--- config.mk ---
export PLATFORM = sky130hd
export DESIGN_NAME = idx_ea_unit
export DESIGN_NICKNAME = d
export VERILOG_FILES = /design/src/rtl/ea_pkg.sv /design/src/rtl/ea_rst_sync.sv /design/src/rtl/ea_index_sel.sv /design/src/rtl/ea_sum.sv /design/src/rtl/ea_ctrl.sv /design/src/rtl/idx_ea_unit.sv
export SDC_FILE = /design/constraint.sdc
export NUM_CORES = 1
export LEC_CHECK = 0
export BUFFER_PORTS_ARGS = -buffer_cell sky130_fd_sc_hd__buf_2
export CAP_MARGIN = 20
export CORE_AREA = 2 2 255 257
export CTS_CLUSTER_DIAMETER = 50
export DETAILED_ROUTE_END_ITERATION = 8
export DIE_AREA = 0 0 257 259
export SETUP_SLACK_MARGIN = 0.1
export SYNTH_ARGS = -nofsm -noshare
export SYNTH_HDL_FRONTEND = slang
export SYNTH_SLANG_ARGS = --single-unit
--- constraint.sdc ---
create_clock -name clk -period 1.4 [get_ports clk]
set_clock_uncertainty 0.15 [all_clocks]
set_input_delay 0.28 -clock clk [delete_from_list [all_inputs] [get_ports clk]]
set_output_delay 0.28 -clock clk [all_outputs]
set_load 0.05 [all_outputs]
--- src/rtl/ea_pkg.sv ---
package ea_pkg;
  localparam int NREG = 8;
  localparam int HW   = 16;

  typedef enum logic {
    ST_IDLE = 1'b0,
    ST_WAIT = 1'b1
  } ea_state_e;

  typedef struct packed {
    logic       idx_addr;
    logic [2:0] idx_num;
    logic       idx_long;
    logic [1:0] scale;
    logic       rsv_a;
    logic       base_sup;
    logic       idx_sup;
    logic       rsv_b;
    logic       disp_long;
    logic [2:0] rsv_c;
    logic       indirect;
  } ext_word_t;
endpackage

--- src/rtl/ea_rst_sync.sv ---
module ea_rst_sync (
  input  logic clk,
  input  logic arst_n,
  output logic rst_n_o
);
  logic [1:0] sync_q;

  always_ff @(posedge clk or negedge arst_n) begin
    if (!arst_n) sync_q <= 2'b00;
    else         sync_q <= {sync_q[0], 1'b1};
  end

  assign rst_n_o = sync_q[1];
endmodule

--- src/rtl/ea_index_sel.sv ---
module ea_index_sel #(
  parameter int AW   = 32,
  parameter int NREG = 8
) (
  input  logic [2*NREG*AW-1:0]      regs_flat,
  input  logic                      idx_addr,
  input  logic [$clog2(NREG)-1:0]   idx_num,
  input  logic                      idx_long,
  input  logic [1:0]                scale,
  output logic [AW-1:0]             idx_term
);
  localparam int HW    = ea_pkg::HW;
  localparam int SEL_W = $clog2(NREG) + 1;

  logic [AW-1:0]    rf [2*NREG];
  logic [SEL_W-1:0] sel;
  logic [AW-1:0]    picked;
  logic [AW-1:0]    sized;

  for (genvar g = 0; g < 2*NREG; g++) begin : g_unpack
    assign rf[g] = regs_flat[g*AW +: AW];
  end

  assign sel    = {idx_addr, idx_num};
  assign picked = rf[sel];

  always_comb begin
    if (idx_long) sized = picked;
    else          sized = {{(AW-HW){picked[HW-1]}}, picked[HW-1:0]};
    idx_term = sized << scale;
  end
endmodule

--- src/rtl/ea_sum.sv ---
module ea_sum #(
  parameter int AW = 32
) (
  input  logic [AW-1:0] base_val,
  input  logic [AW-1:0] disp,
  input  logic [AW-1:0] idx_term,
  input  logic          base_sup,
  input  logic          idx_sup,
  input  logic          disp_long,
  output logic [AW-1:0] sum
);
  localparam int HW = ea_pkg::HW;

  logic [AW-1:0] base_t;
  logic [AW-1:0] disp_t;
  logic [AW-1:0] idx_t;

  always_comb begin
    base_t = base_sup  ? '0 : base_val;
    idx_t  = idx_sup   ? '0 : idx_term;
    disp_t = disp_long ? disp : {{(AW-HW){disp[HW-1]}}, disp[HW-1:0]};
    sum    = base_t + disp_t + idx_t;
  end
endmodule

--- src/rtl/ea_ctrl.sv ---
module ea_ctrl (
  input  logic clk,
  input  logic rst_n,
  input  logic start,
  input  logic indirect,
  input  logic ptr_valid,
  output logic fetch_req,
  output logic load_sum,
  output logic load_ptr,
  output logic done_d
);
  import ea_pkg::*;

  ea_state_e state_q;
  ea_state_e state_d;

  always_comb begin
    state_d  = state_q;
    load_sum = 1'b0;
    load_ptr = 1'b0;
    done_d   = 1'b0;
    case (state_q)
      ST_IDLE: begin
        if (start) begin
          load_sum = 1'b1;
          if (indirect) state_d = ST_WAIT;
          else          done_d  = 1'b1;
        end
      end
      ST_WAIT: begin
        if (ptr_valid) begin
          load_ptr = 1'b1;
          done_d   = 1'b1;
          state_d  = ST_IDLE;
        end
      end
      default: state_d = ST_IDLE;
    endcase
  end

  always_ff @(posedge clk or negedge rst_n) begin
    if (!rst_n) state_q <= ST_IDLE;
    else        state_q <= state_d;
  end

  assign fetch_req = (state_q == ST_WAIT);
endmodule

--- src/rtl/idx_ea_unit.sv ---
module idx_ea_unit #(
  parameter int AW = 32
) (
  input  logic                           clk,
  input  logic                           rst_n,
  input  logic                           start,
  input  logic [15:0]                    ext_word,
  input  logic [AW-1:0]                  base_val,
  input  logic [AW-1:0]                  disp,
  input  logic [2*ea_pkg::NREG*AW-1:0]   regs_flat,
  input  logic                           ptr_valid,
  input  logic [AW-1:0]                  ptr_data,
  output logic                           fetch_req,
  output logic [AW-1:0]                  ea_out,
  output logic                           done
);
  import ea_pkg::*;

  ext_word_t ext;
  logic      rst_sync_n;
  logic [AW-1:0] idx_term;
  logic [AW-1:0] sum;
  logic load_sum, load_ptr, done_d;
  logic [AW-1:0] ea_q;
  logic [AW-1:0] ea_d;
  logic          ea_en;
  logic          done_q;
  logic [4:0]    unused_rsv;

  assign ext        = ext_word_t'(ext_word);
  assign unused_rsv = {ext.rsv_a, ext.rsv_b, ext.rsv_c};

  ea_rst_sync u_rst (
    .clk     (clk),
    .arst_n  (rst_n),
    .rst_n_o (rst_sync_n)
  );

  ea_index_sel #(.AW(AW), .NREG(NREG)) u_idx (
    .regs_flat (regs_flat),
    .idx_addr  (ext.idx_addr),
    .idx_num   (ext.idx_num),
    .idx_long  (ext.idx_long),
    .scale     (ext.scale),
    .idx_term  (idx_term)
  );

  ea_sum #(.AW(AW)) u_sum (
    .base_val  (base_val),
    .disp      (disp),
    .idx_term  (idx_term),
    .base_sup  (ext.base_sup),
    .idx_sup   (ext.idx_sup),
    .disp_long (ext.disp_long),
    .sum       (sum)
  );

  ea_ctrl u_ctrl (
    .clk       (clk),
    .rst_n     (rst_sync_n),
    .start     (start),
    .indirect  (ext.indirect),
    .ptr_valid (ptr_valid),
    .fetch_req (fetch_req),
    .load_sum  (load_sum),
    .load_ptr  (load_ptr),
    .done_d    (done_d)
  );

  always_comb begin
    ea_en = load_sum | load_ptr;
    ea_d  = load_ptr ? ptr_data : sum;
  end

  always_ff @(posedge clk or negedge rst_sync_n) begin
    if (!rst_sync_n) begin
      ea_q   <= '0;
      done_q <= 1'b0;
    end else begin
      if (ea_en) ea_q <= ea_d;
      done_q <= done_d;
    end
  end

  assign ea_out = ea_q;
  assign done   = done_q;
endmodule

Yosys cells after proc, flatten, opt, wreduce, memory -nomap -nowiden:

Index checks and enable logic that the tools add are counted.

* flip-flop bits (word level): 36
* input port bits: 628
* output and inout port bits: 34
* word-level logic and storage cells: 30

* $add $sub $neg: 2
* $lt $le $gt $ge: 1
* shift operators: 1
* multiplexer cells: 19
* bitwise gates (word level): 3

Operators by type and width (count)
* $mux 32: 7
* $bmux 32 s4: 1
* $add 32x32->32: 2
* $shl 32x2->32: 1
* $mux 1: 9
* $ge 5x5->1 const B: 1
* $not 4->5: 1
* $pmux 1 s2: 2
* $not 1->1: 1
* $or 1x1->1: 1

Longest topological paths before layout:

Gate-level depths: netlist (run 1).

* depth after elaboration: 9
* depth in mapped cells: 21
* gate-level depth less buffers: 19

Hierarchy:

A second synthesis (run 1) with hierarchy kept.

* cell total of the unflattened synthesis: 1001
* area total of the unflattened synthesis: 9887.0 µm²

By module, submodules not included
* ea_index_sel: instances 1, cells each 454, area an instance 5205.0 µm²
* ea_sum: instances 1, cells each 397, area an instance 3025.4 µm²
* idx_ea_unit: instances 1, cells each 140, area an instance 1540.2 µm²
* ea_ctrl: instances 1, cells each 7, area an instance 62.6 µm²
* ea_rst_sync: instances 1, cells each 3, area an instance 53.8 µm²

Least setup slack after synthesis (run 1):

Ideal clock, no wire load.

* path kind: input-to-reg
* start: input ext_word[13]
* end: register ea_q[31], in the netlist ea_out[31]
* arrival time: 4.888 ns
* path slack: -3.774 ns
* stages: 20
* buffers on the path: 3
* cell sequence: buf_2 buf_2 buf_1 mux4_2 mux4_2 mux2i_1 nor3_1 fa_1 ha_1 inv_1 fa_1 nand2b_1 a21o_1 a211o_1 a21oi_2 o21ai_1 a2111oi_1 o32a_1 xnor2_1 a21oi_1

* cells in the longest elaborated chain, start to end: 9

Ends and longest elaborated chain
* from (decl): RTL line idx_ea_unit.sv:7 `input logic [15:0] ext_word,`
* $not 4->5 (implied by the code): RTL line ea_index_sel.sv:25 `assign picked = rf[sel];`
* $bmux 32 s4: RTL line ea_index_sel.sv:25
* $mux 32 (implied by the code) (2 in series): RTL line ea_index_sel.sv:25
* $mux 32: RTL line ea_index_sel.sv:28 `if (idx_long) sized = picked;`
* $shl 32x2->32: RTL line ea_index_sel.sv:30 `idx_term = sized << scale;`
* $mux 32: RTL line ea_sum.sv:20 `idx_t = idx_sup ? '0 : idx_term;`
* $add 32x32->32: RTL line ea_sum.sv:22 `sum = base_t + disp_t + idx_t;`
* $mux 32: RTL line idx_ea_unit.sv:72 `ea_d = load_ptr ? ptr_data : sum;`
* to (signal assigned): RTL line idx_ea_unit.sv:77 `ea_q <= '0;`
* to (signal assigned): RTL line idx_ea_unit.sv:80 `if (ea_en) ea_q <= ea_d;`
* to (decl): RTL line idx_ea_unit.sv:24 `logic [AW-1:0] ea_q;`

Every way passes these cells. The select of a mux whose other input is x is not followed.
A chain may end at the register's enable or synchronous reset.

Worst setup path after layout (run 1):

* start: input ext_word[12]
* end: register ea_q[26], in the netlist ea_out[26]

Same word-level chain as after synthesis.

==> run metrics, run 1 <==
run status finished with violations; violated checks negative setup slack; Clk Tree Root Cell clkbuf_16; CP peak stage delay 530 ps; PwrDens 831 nW/um^2; total global routing overflow 0; area grow syn2layout 89.8%; fillers 6834; VDD IR max 0.493 mV; dpl cells 2492; Yosys cell types 58; Final Max Tran Viols 0; routed vias/inst 4.40; most frequent CP cell mux4_2; FFs w/ async S/R, synth 100%; share of layout cells above drive strength 1 72.4%; DRT antenna net count 0; worst-skew pair later-pin latency 290 ps; I/O Buffers 656; CP Depth 20; Sink Count 36; CTS H-tree lvls 2; Fin Hold WS 49.0 ps; initial antenna violation count 65; CP Cell Sequence clkbuf_16 > buf_12 > buf_16 > mux4_2 > mux4_2 > mux2i_1 > and2_1 > a211oi_2 > fa_1 > ha_4 > and3_4 > nand3_2 > o31a_1 > buf_6 > nor3_4 > buf_4 > o31ai_2 > a21boi_1 > mux2_2 > o21ai_1; Max Fclk 0.209 GHz; wire per inst 24.8 um; CP Class in -> reg; synth warn 0; RSZ-0062 raised after global routing true; endpoint type of the worst setup path flip-flop; core area 63900 um^2; Synth Flop Type dfrtp_1; max_cap viols 0; WP data required 1470 ps; Post-Syn Instances 824; Period Utilization, post-route 342%; most frequent cells in the layout buf_2, buf_4, mux4_2, a21oi_1, buf_6; Worst-path clk slew 60 ps; WHS Path Cells 3; initial DRC count 679; gr usage total 18.3%; crit path max-delay cell type mux4_2; die area 66600 um^2; register area share after synthesis 10.3%; Layout Nets 2390; Post-route DRC 0; drt pass-1 iters 5; Period minus WS final 4790 ps; vias 11300; commonest non-fill, non-tap cell in the layout buf_2; chip height 259 um; Hold WC Path Type in -> reg; Hold Vio Cnt, Final 0; DP Wirelength 57400 um; Synth Register Bits 36; vias in the first global route 11600; mapped cell area 8730 um^2; LEAKAGE 7.69 nW; floorplan row count 93; I/O pin total 662; Buf/Inv on CP 5; largest net degree at the start of global routing 41; Routed WL 63800 um; Worst Reg-to-Reg Cells 6; Post-Syn Nets 1514; CP arrival 4860 ps; Syn Area/Cell 10.6 um^2; Routability Congestion 0.958; critical path launch point type primary input; initial core utilization 13.7%; worst setup margin -3390 ps; crit-path leading delay family multiplexers; endpoints failing setup 32; Clock Path Buffers 2; Post-synth EDFFs 0; Die W 257 um; global-route wire length before repair 85900 um; Final Non-Filler Cells 2577; CTS Buf Count 5; CTS tree done; CP max FO 8
synthesized netlist by cell type, drive strengths merged, types with 3 or more instances:
| cell | count | area, um^2 |
|---|---|---|
| a21boi | 4 | 30.0 |
| fa | 32 | 641 |
| inv | 37 | 139 |
| a211oi | 17 | 128 |
| a21o | 19 | 143 |
| a211o | 5 | 43.8 |
| nand2 | 41 | 154 |
| o31ai | 3 | 22.5 |
| o211ai | 4 | 30.0 |
| nor2b | 24 | 150 |
| nand3b | 3 | 22.5 |
| nand2b | 21 | 131 |
| nand3 | 12 | 60.1 |
| o21ai | 30 | 150 |
| a21oi | 78 | 394 |
| nor2 | 51 | 194 |
| xor2 | 8 | 70.1 |
| ha | 30 | 375 |
| dfrtp | 36 | 901 |
| or2 | 9 | 56.3 |
| nor3 | 7 | 35.0 |
| mux4 | 155 | 3490 |
| a22oi | 11 | 82.6 |
| clkbuf | 43 | 161 |
| and3 | 7 | 43.8 |
| xnor2 | 11 | 96.3 |
| mux2 | 5 | 56.3 |
| buf | 29 | 161 |
| or3 | 4 | 25.0 |
| mux2i | 38 | 380 |
| a31oi | 14 | 87.6 |
| and2 | 12 | 75.1 |
timing repair:
action / in CTS / in global routing
hold buffers: 1 / 0
hold endpoints to repair: 2 / 0
pin swaps: 66 / 68
gates cloned: 5 / 1
gates resized for setup: 187 / 66
setup buffers: 25 / 25
setup endpoints to repair: 65 / 61
tightest hold or removal path: stages:
cell,delay [ps]
buf_2,80
nand2_1,40
o21ai_1,60
power by group:
part / internal, mW / switching, mW / leakage [nW]
combinational: 5.48 / 5.45 / 7.20
clock: 0.649 / 0.478 / 0.0668
sequential: 1.40 / 0.313 / 0.427
flip-flops by register name, indices dropped and copies added, names as in the netlist:
name,flops
u_ctrl.fetch_req,1
u_rst.sync_q,2
done,1
ea_out,32
worst paths after layout:
kind                       slack (ps)                to        startpoint
max in group asynchronous         770  u_ctrl.fetch_req   u_rst.sync_q[1]
min in group asynchronous          80         ea_out[4]   u_rst.sync_q[1]
hold reg to reg                    80         ea_out[4]   u_rst.sync_q[1]
setup / recovery                -3390        ea_out[26]      ext_word[12]
hold / removal                     50        ea_out[13]      ptr_data[13]
setup reg to reg                 -310         ea_out[9]  u_ctrl.fetch_req
metrics by stage:
stage	power [mW]	TNS [ps]	util (%)	area (um^2)	worst slack, ps
5_1_grt	14.7	-97370	25.9	16600	-3490
4_1_cts	13.2	-92190	25.1	16000	-3380
2_1_floorplan	6.69	-89900	-	8890	-3450
3_3_place_gp	10.6	-107480	23.1	14800	-3960
6_report	13.8	-92470	25.9	16600	-3390
3_5_place_dp	10.7	-109070	23.1	14800	-4020
routing by layer:
| metal | global-route usage [%] | vias up | routed length [um] |
|---|---|---|---|
| met5 | 0 | - | 269 |
| met4 | 5.01 | 42 | 1810 |
| met3 | 5.71 | 121 | 5450 |
| met2 | 29.4 | 571 | 29000 |
| met1 | 23.7 | 5587 | 27300 |
| li1 | - | 5025 | - |
cells by family (layout without fill, tap and decap cells):
logic type / Yosys count / count (layout) / synth area share, %
XOR/XNOR: 19 / 19 / 1.91
buffers and inverters: 109 / 985 / 5.29
multiplexers: 198 / 198 / 45.0
other: 1 / 23 / 0.0430
flip-flops: 36 / 36 / 10.3
adder cells (fa/ha/maj): 62 / 62 / 11.6
AO/OA/AOI/OAI: 205 / 205 / 14.7
AND/OR/NAND/NOR: 194 / 194 / 11.1
cell type report:
type / count / area [um^2] / share of cell area [%]
Multi-Input combinational cell: 679 / 8110 / 48.9
Timing Repair Buffer: 941 / 6160 / 37.2
Tap cell: 855 / 1070 / 6.45
Sequential cell: 36 / 902 / 5.44
Inverter: 37 / 139 / 0.838
Clock buffer: 6 / 129 / 0.778
Antenna cell: 22 / 55.1 / 0.332
Clock inverter: 1 / 5.00 / 0.0302
Power figures use the tool's default switching activity.
==> inputs of run 2 (changes only) <==
==> constraint.sdc (replaced) <==
create_clock -name clk -period 1.4 [get_ports clk]
set_clock_uncertainty 0.15 [all_clocks]
set_input_delay 0.07 -clock clk [delete_from_list [all_inputs] [get_ports clk]]
set_output_delay 0.07 -clock clk [all_outputs]
set_load 0.05 [all_outputs]
==> run 2 against run 1 <==
- the run still ends with negative setup slack left
- critical path type unchanged
- clock-buffer cell count shrank 1
- die area did not move
- final cell count up 1.0%
==> run metrics, run 2 (synthesis gave the netlist of run 1 again) <==
run status finished with violations (unchanged); violated checks negative setup slack (unchanged); CTS Buf Count 5 (unchanged); share of layout cells above drive strength 1 70.7% (was 72.4%); WHS Path Cells 4 (was 3); Final Max Tran Viols 0 (unchanged); worst setup margin -3240 ps (was -3390 ps); register area 902 um^2 (unchanged); Place WS -3770 ps (was -4020 ps); core area 63900 um^2 (unchanged); wire per inst 24.6 um (was 24.8 um); initial DRC count 722 (was 679); I/O pin total 662 (unchanged); DRT antenna net count 0 (unchanged); Period Utilization, post-route 331% (was 342%); WP data required 1470 ps (about the same); P_sw 6.21 mW (was 6.24 mW); CTS H-tree lvls 2 (unchanged); die area 66600 um^2 (unchanged); Worst-path clk slew 60 ps (about the same); DP Wirelength 57300 um (was 57400 um); endpoint type of the worst setup path flip-flop (unchanged); Clock Path Buffers 2 (unchanged); fillers 6872 (was 6834); Max Fclk 0.216 GHz (was 0.209 GHz); Clock power frac 8.6% (was 8.2%); Clk Tree Root Cell clkbuf_16 (unchanged); internal power 7.10 mW (was 7.53 mW); initial antenna violation count 71 (was 65); I/O Buffers 656 (unchanged); Hold Vio Cnt, Final 0 (unchanged); vias in the first global route 11900 (was 11600); drt pass-1 iters 5 (unchanged); CP max FO 6 (was 8); CP Class in -> reg (unchanged); R2R Setup Slk -280 ps (was -310 ps); Routed WL 64000 um (was 63800 um); Hold Crit Start ptr_data[9] (was ptr_data[13]); routed vias/inst 4.34 (was 4.40); R2R Path End ea_out[18] (was ea_out[9]); LEAKAGE 7.73 nW (was 7.69 nW); largest net degree at the start of global routing 35 (was 41); worst-skew pair later-pin latency 290 ps (about the same); floorplan row count 93 (unchanged); total power 13.3 mW (was 13.8 mW); VDD IR max 0.429 mV (was 0.493 mV); Post-route DRC 0 (unchanged); area of the multi-input gates 8130 um^2 (was 8110 um^2); sequential share of power 12.3% (was 12.5%); most frequent cells in the layout buf_2, buf_4, mux4_2, a21oi_1, nor2_1 (was buf_2, buf_4, mux4_2, a21oi_1, buf_6); dpl cells 2487 (was 2492); critical path launch point type primary input (unchanged); Sw Ratio 46.7% (was 45.3%); chip height 259 um (unchanged); Hold EP ea_out[9] (was ea_out[13]); reg2reg start u_ctrl.fetch_req (unchanged); global-route wire length before repair 86900 um (was 85900 um); CP arrival 4710 ps (was 4860 ps); Routability Congestion 0.961 (was 0.958); Worst Reg-to-Reg Cells 6 (unchanged); Slew @ Worst Pin 565 ps; max_cap viols 0 (unchanged); initial core utilization 13.7% (unchanged); Comb power frac 79.1% (was 79.4%); RSZ-0062 raised after global routing true (unchanged); vias 11300 (about the same); total global routing overflow 0 (unchanged); gr usage total 18.4% (was 18.3%); Period minus WS final 4640 ps (was 4790 ps); commonest non-fill, non-tap cell in the layout buf_2 (unchanged); Layout Nets 2403 (was 2390); Largest register FFs 32 (unchanged); PwrDens 796 nW/um^2 (was 831 nW/um^2); Sink Count 36 (unchanged); CTS tree done (unchanged); Die W 257 um (unchanged); Hold WC Path Type in -> reg (unchanged); endpoints failing setup 32 (unchanged); Final Non-Filler Cells 2603 (was 2577); area grow syn2layout 91.5% (was 89.8%); Worst slew margin 62.1%
## run 2: worst max path at each step
stage	startpoint	end	slack, ps	cells past startpoint
after floorplan	ext_word[12]	ea_out[31]	-3240	20
after global placement	ext_word[12]	ea_out[31]	-3740	18
after detailed placement	ext_word[12]	ea_out[31]	-3770	19
after CTS	ext_word[12]	ea_out[31]	-3200	19
after global routing	ext_word[12]	ea_out[24]	-3470	23
final	ext_word[12]	ea_out[29]	-3240	19
## run 2: layer usage
| metal | vias up | GRT usage (%) | routed length (um) |
|---|---|---|---|
| li1 | 5071 | - | - |
| met1 | 5472 | 24.2 | 26900 |
| met2 | 591 | 29.4 | 29300 |
| met3 | 114 | 4.78 | 5660 |
| met4 | 38 | 5.72 | 1900 |
| met5 | - | 0 | 265 |
## run 2: critical path, cell delays in order
cell	delay (ps)
clkbuf_16	140
buf_12	140
buf_12	130
mux4_2	520
mux4_2	540
mux2_4	310
nor2_4	110
a211oi_2	50
fa_1	530
ha_4	290
o211ai_1	70
a21o_1	200
a211o_1	370
a21oi_4	210
o21ai_4	100
a211oi_2	220
o21ai_1	90
a2111o_1	470
a21oi_2	130
## run 2: final cells by class
class,count,share of cell area (%)
Timing Repair Buffer,954,37.3
Tap cell,855,6.40
Multi-Input combinational cell,679,48.6
Inverter,37,0.846
Clock buffer,5,0.748
Sequential cell,36,5.40
Antenna cell,34,0.509
Clock inverter,3,0.112
## run 2: timing repair
item                                    CTS  global route
hold endpoints to repair                 33             0
hold buffers                             33             0
buffers inserted                         22            13
gates resized for setup                 119            66
endpoints found under the setup margin   33            33
pin swaps                                61            65
gates cloned                              7             1
## run 2: power groups by stage
stage / registers, mW / clock network [mW] / logic, mW
2_1_floorplan: 2.88 / 0 / 3.81
3_3_place_gp: 1.64 / 0 / 9.02
3_5_place_dp: 1.64 / 0 / 9.05
4_1_cts: 1.62 / 1.20 / 10.1
5_1_grt: 1.67 / 1.26 / 11.3
6_report: 1.63 / 1.15 / 10.5
## run 2: per-stage QoR
| step | hold slack (ps) | util, % | TNS [ps] | cell area (um^2) |
|---|---|---|---|---|
| after floorplan | -376 | - | -83180 | 8890 |
| after global placement | -293 | 23.2 | -99810 | 14800 |
| after detailed placement | -291 | 23.2 | -100070 | 14800 |
| after CTS | 9.69 | 25.3 | -85460 | 16200 |
| after global routing | 27.5 | 26.1 | -92050 | 16700 |
| final | 10.3 | 26.2 | -86820 | 16700 |
==> inputs of run 3 (changes only) <==
--- a/constraint.sdc
+++ b/constraint.sdc
@@ -3,3 +3,3 @@
 set_input_delay 0.07 -clock clk [delete_from_list [all_inputs] [get_ports clk]]
 set_output_delay 0.07 -clock clk [all_outputs]
-set_load 0.05 [all_outputs]
+set_load 0.01 [all_outputs]
==> run 3 against run 2 <==
- via count rose by 0.58%
- largest cell class unchanged
- sequential power barely moved
- total power fell by 7.6%
- the run still ends with negative setup slack left
- critical endpoint is now ea_out[24]
==> run metrics, run 3 (synthesis gave the netlist of run 1 again) <==
run status finished with violations (unchanged); violated checks negative setup slack (unchanged); gr usage total 18.2% (was 18.4%); critical path launch point type primary input (unchanged); Comb power frac 77.9% (was 79.1%); Max Fclk 0.215 GHz (was 0.216 GHz); floorplan row count 93 (unchanged); WP data required 1420 ps (was 1470 ps); wire per inst 24.8 um (was 24.6 um); die area 66600 um^2 (unchanged); P_sw 5.13 mW (was 6.21 mW); Period minus WS final 4650 ps (was 4640 ps); Worst Reg-to-Reg Cells 5 (was 6); RSZ-0062 raised after global routing true (unchanged); CP arrival 4670 ps (was 4710 ps); internal power 7.16 mW (was 7.10 mW); area grow syn2layout 91.3% (was 91.5%); largest net degree at the start of global routing 48 (was 35); commonest non-fill, non-tap cell in the layout buf_2 (unchanged); Layout Nets 2391 (was 2403); DP Wirelength 56900 um (was 57300 um); Final Max Tran Viols 0 (unchanged); Hold Vio Cnt, Final 0 (unchanged); vias in the first global route 11800 (was 11900); Sink Count 36 (unchanged); Clock power frac 8.9% (was 8.6%); CTS tree done (unchanged); initial DRC count 751 (was 722); Die W 257 um (unchanged); total power 12.3 mW (was 13.3 mW); initial core utilization 13.7% (unchanged); setup_tns -89590 ps (was -86820 ps); utilization after layout 26.1% (was 26.2%); drt pass-1 iters 5 (unchanged); PwrDens 736 nW/um^2 (was 796 nW/um^2); global-route wire length before repair 86100 um (was 86900 um); most frequent cells in the layout buf_2, buf_4, mux4_2, a21oi_1, nor2_1 (unchanged); Slew @ Worst Pin 547 ps (was 565 ps); CP max FO 8 (was 6); CTS H-tree lvls 2 (unchanged); Largest register FFs 32 (unchanged); Routed WL 63900 um (was 64000 um); Sw Ratio 41.7% (was 46.7%); I/O pin total 662 (unchanged); chip height 259 um (unchanged); reg2reg start u_ctrl.fetch_req (unchanged); critical path startpoint ext_word[12] (unchanged); LEAKAGE 7.70 nW (was 7.73 nW); Worst-path clk slew 60 ps (about the same); I/O Buffers 656 (unchanged); Routability Congestion 0.910 (was 0.961); Clock Path Buffers 2 (unchanged); R2R Path End ea_out[24] (was ea_out[18]); vias 11400 (was 11300); Period Utilization, post-route 332% (was 331%); Worst slew margin 63.4% (was 62.1%); share of layout cells above drive strength 1 71.4% (was 70.7%); endpoints failing setup 32 (unchanged); sequential share of power 13.2% (was 12.3%); worst setup margin -3250 ps (was -3240 ps); Hold WC Path Type in -> reg (unchanged); Fin Hold WS 32.0 ps (was 10.3 ps); Placed Area 14600 um^2 (was 14800 um^2); endpoint type of the worst setup path flip-flop (unchanged); total global routing overflow 0 (unchanged); DRT antenna net count 0 (unchanged); max_cap viols 0 (unchanged); core area 63900 um^2 (unchanged); Clk Tree Root Cell clkbuf_16 (unchanged); initial antenna violation count 69 (was 71); cell area after layout 16700 um^2 (about the same); CTS Buf Count 5 (unchanged); worst-skew pair later-pin latency 280 ps (was 290 ps); CP Class in -> reg (unchanged); R2R Setup Slk -300 ps (was -280 ps); worst setup path end ea_out[24] (was ea_out[29]); routed vias/inst 4.40 (was 4.34); VDD IR max 0.406 mV (was 0.429 mV); Post-route DRC 0 (unchanged)
-- run 3: changes by cell type in the layout (fill, tap and decap cells not counted), sizes merged --
cell    change
diode      -10
buf        -13
clkbuf      +1
clkinv      -2
bufbuf      +1
-- run 3: final cells by class --
class / count / area, um^2
Timing Repair Buffer: 942 / 6170
Fill cell: 6828 / 47200
Antenna cell: 24 / 60.1
Multi-Input combinational cell: 679 / 8230
Tap cell: 855 / 1070
Inverter: 37 / 141
Clock buffer: 6 / 129
Clock inverter: 1 / 5.00
Sequential cell: 36 / 901
-- run 3: stage by stage --
| stage | std cells | setup WS [ps] |
|---|---|---|
| 2_1_floorplan | 824 | -3240 |
| 3_3_place_gp | 2463 | -3750 |
| 3_5_place_dp | 2463 | -3830 |
| 4_1_cts | 2538 | -3200 |
| 5_1_grt | 2568 | -3350 |
| 6_report | 2580 | -3250 |
-- run 3: routing by layer --
layer,vias to the layer above,global-route usage (%),part of all wire [%]
met2,623,29.1,45
li1,5041,-,-
met4,42,4.65,3.0
met1,5527,23.5,41
met3,118,6.21,10
met5,-,0,0.42
-- run 3: worst min-delay path by stage --
stage	from	to	slack, ps	depth (start not counted)
3_5_place_dp	rst_n	u_rst.sync_q[0]	-290	1
2_1_floorplan	rst_n	u_rst.sync_q[0]	-380	0
5_1_grt	ptr_data[31]	ea_out[31]	40	4
6_report	ptr_data[31]	ea_out[31]	30	4
3_3_place_gp	rst_n	u_rst.sync_q[0]	-290	1
4_1_cts	ptr_data[31]	ea_out[31]	20	4
-- run 3: worst max-delay path: stages --
cell and delay [ps]:
clkbuf_16 140, buf_4 120, buf_12 90, buf_16 130, mux4_2 500, mux4_2 570, mux2i_2 250, and2_1 160
a211oi_1 60, fa_1 540, ha_4 210, buf_4 130, nand2_1 70, nor2_2 50, a2111oi_4 330, o31a_1 320
nor3_4 90, or3_4 410, a31oi_4 150, xor2_1 170, o21ai_1 70
-- run 3: power groups by stage --
stage	logic (mW)	clock network [mW]	registers (mW)
floorplan	3.80	0	1.78
global placement	7.82	0	1.64
detailed placement	7.85	0	1.64
CTS	8.94	1.16	1.62
global route	10.3	1.20	1.68
finish	9.57	1.10	1.62
-- run 3: timing repair --
action | 4_1_cts | 5_1_grt
gates cloned | 6 | 2
setup buffers | 33 | 18
hold buffers | 33 | 0
endpoints found under the hold margin | 33 | 0
endpoints found under the setup margin | 33 | 34
gates resized for setup | 133 | 77
pin swaps | 56 | 63
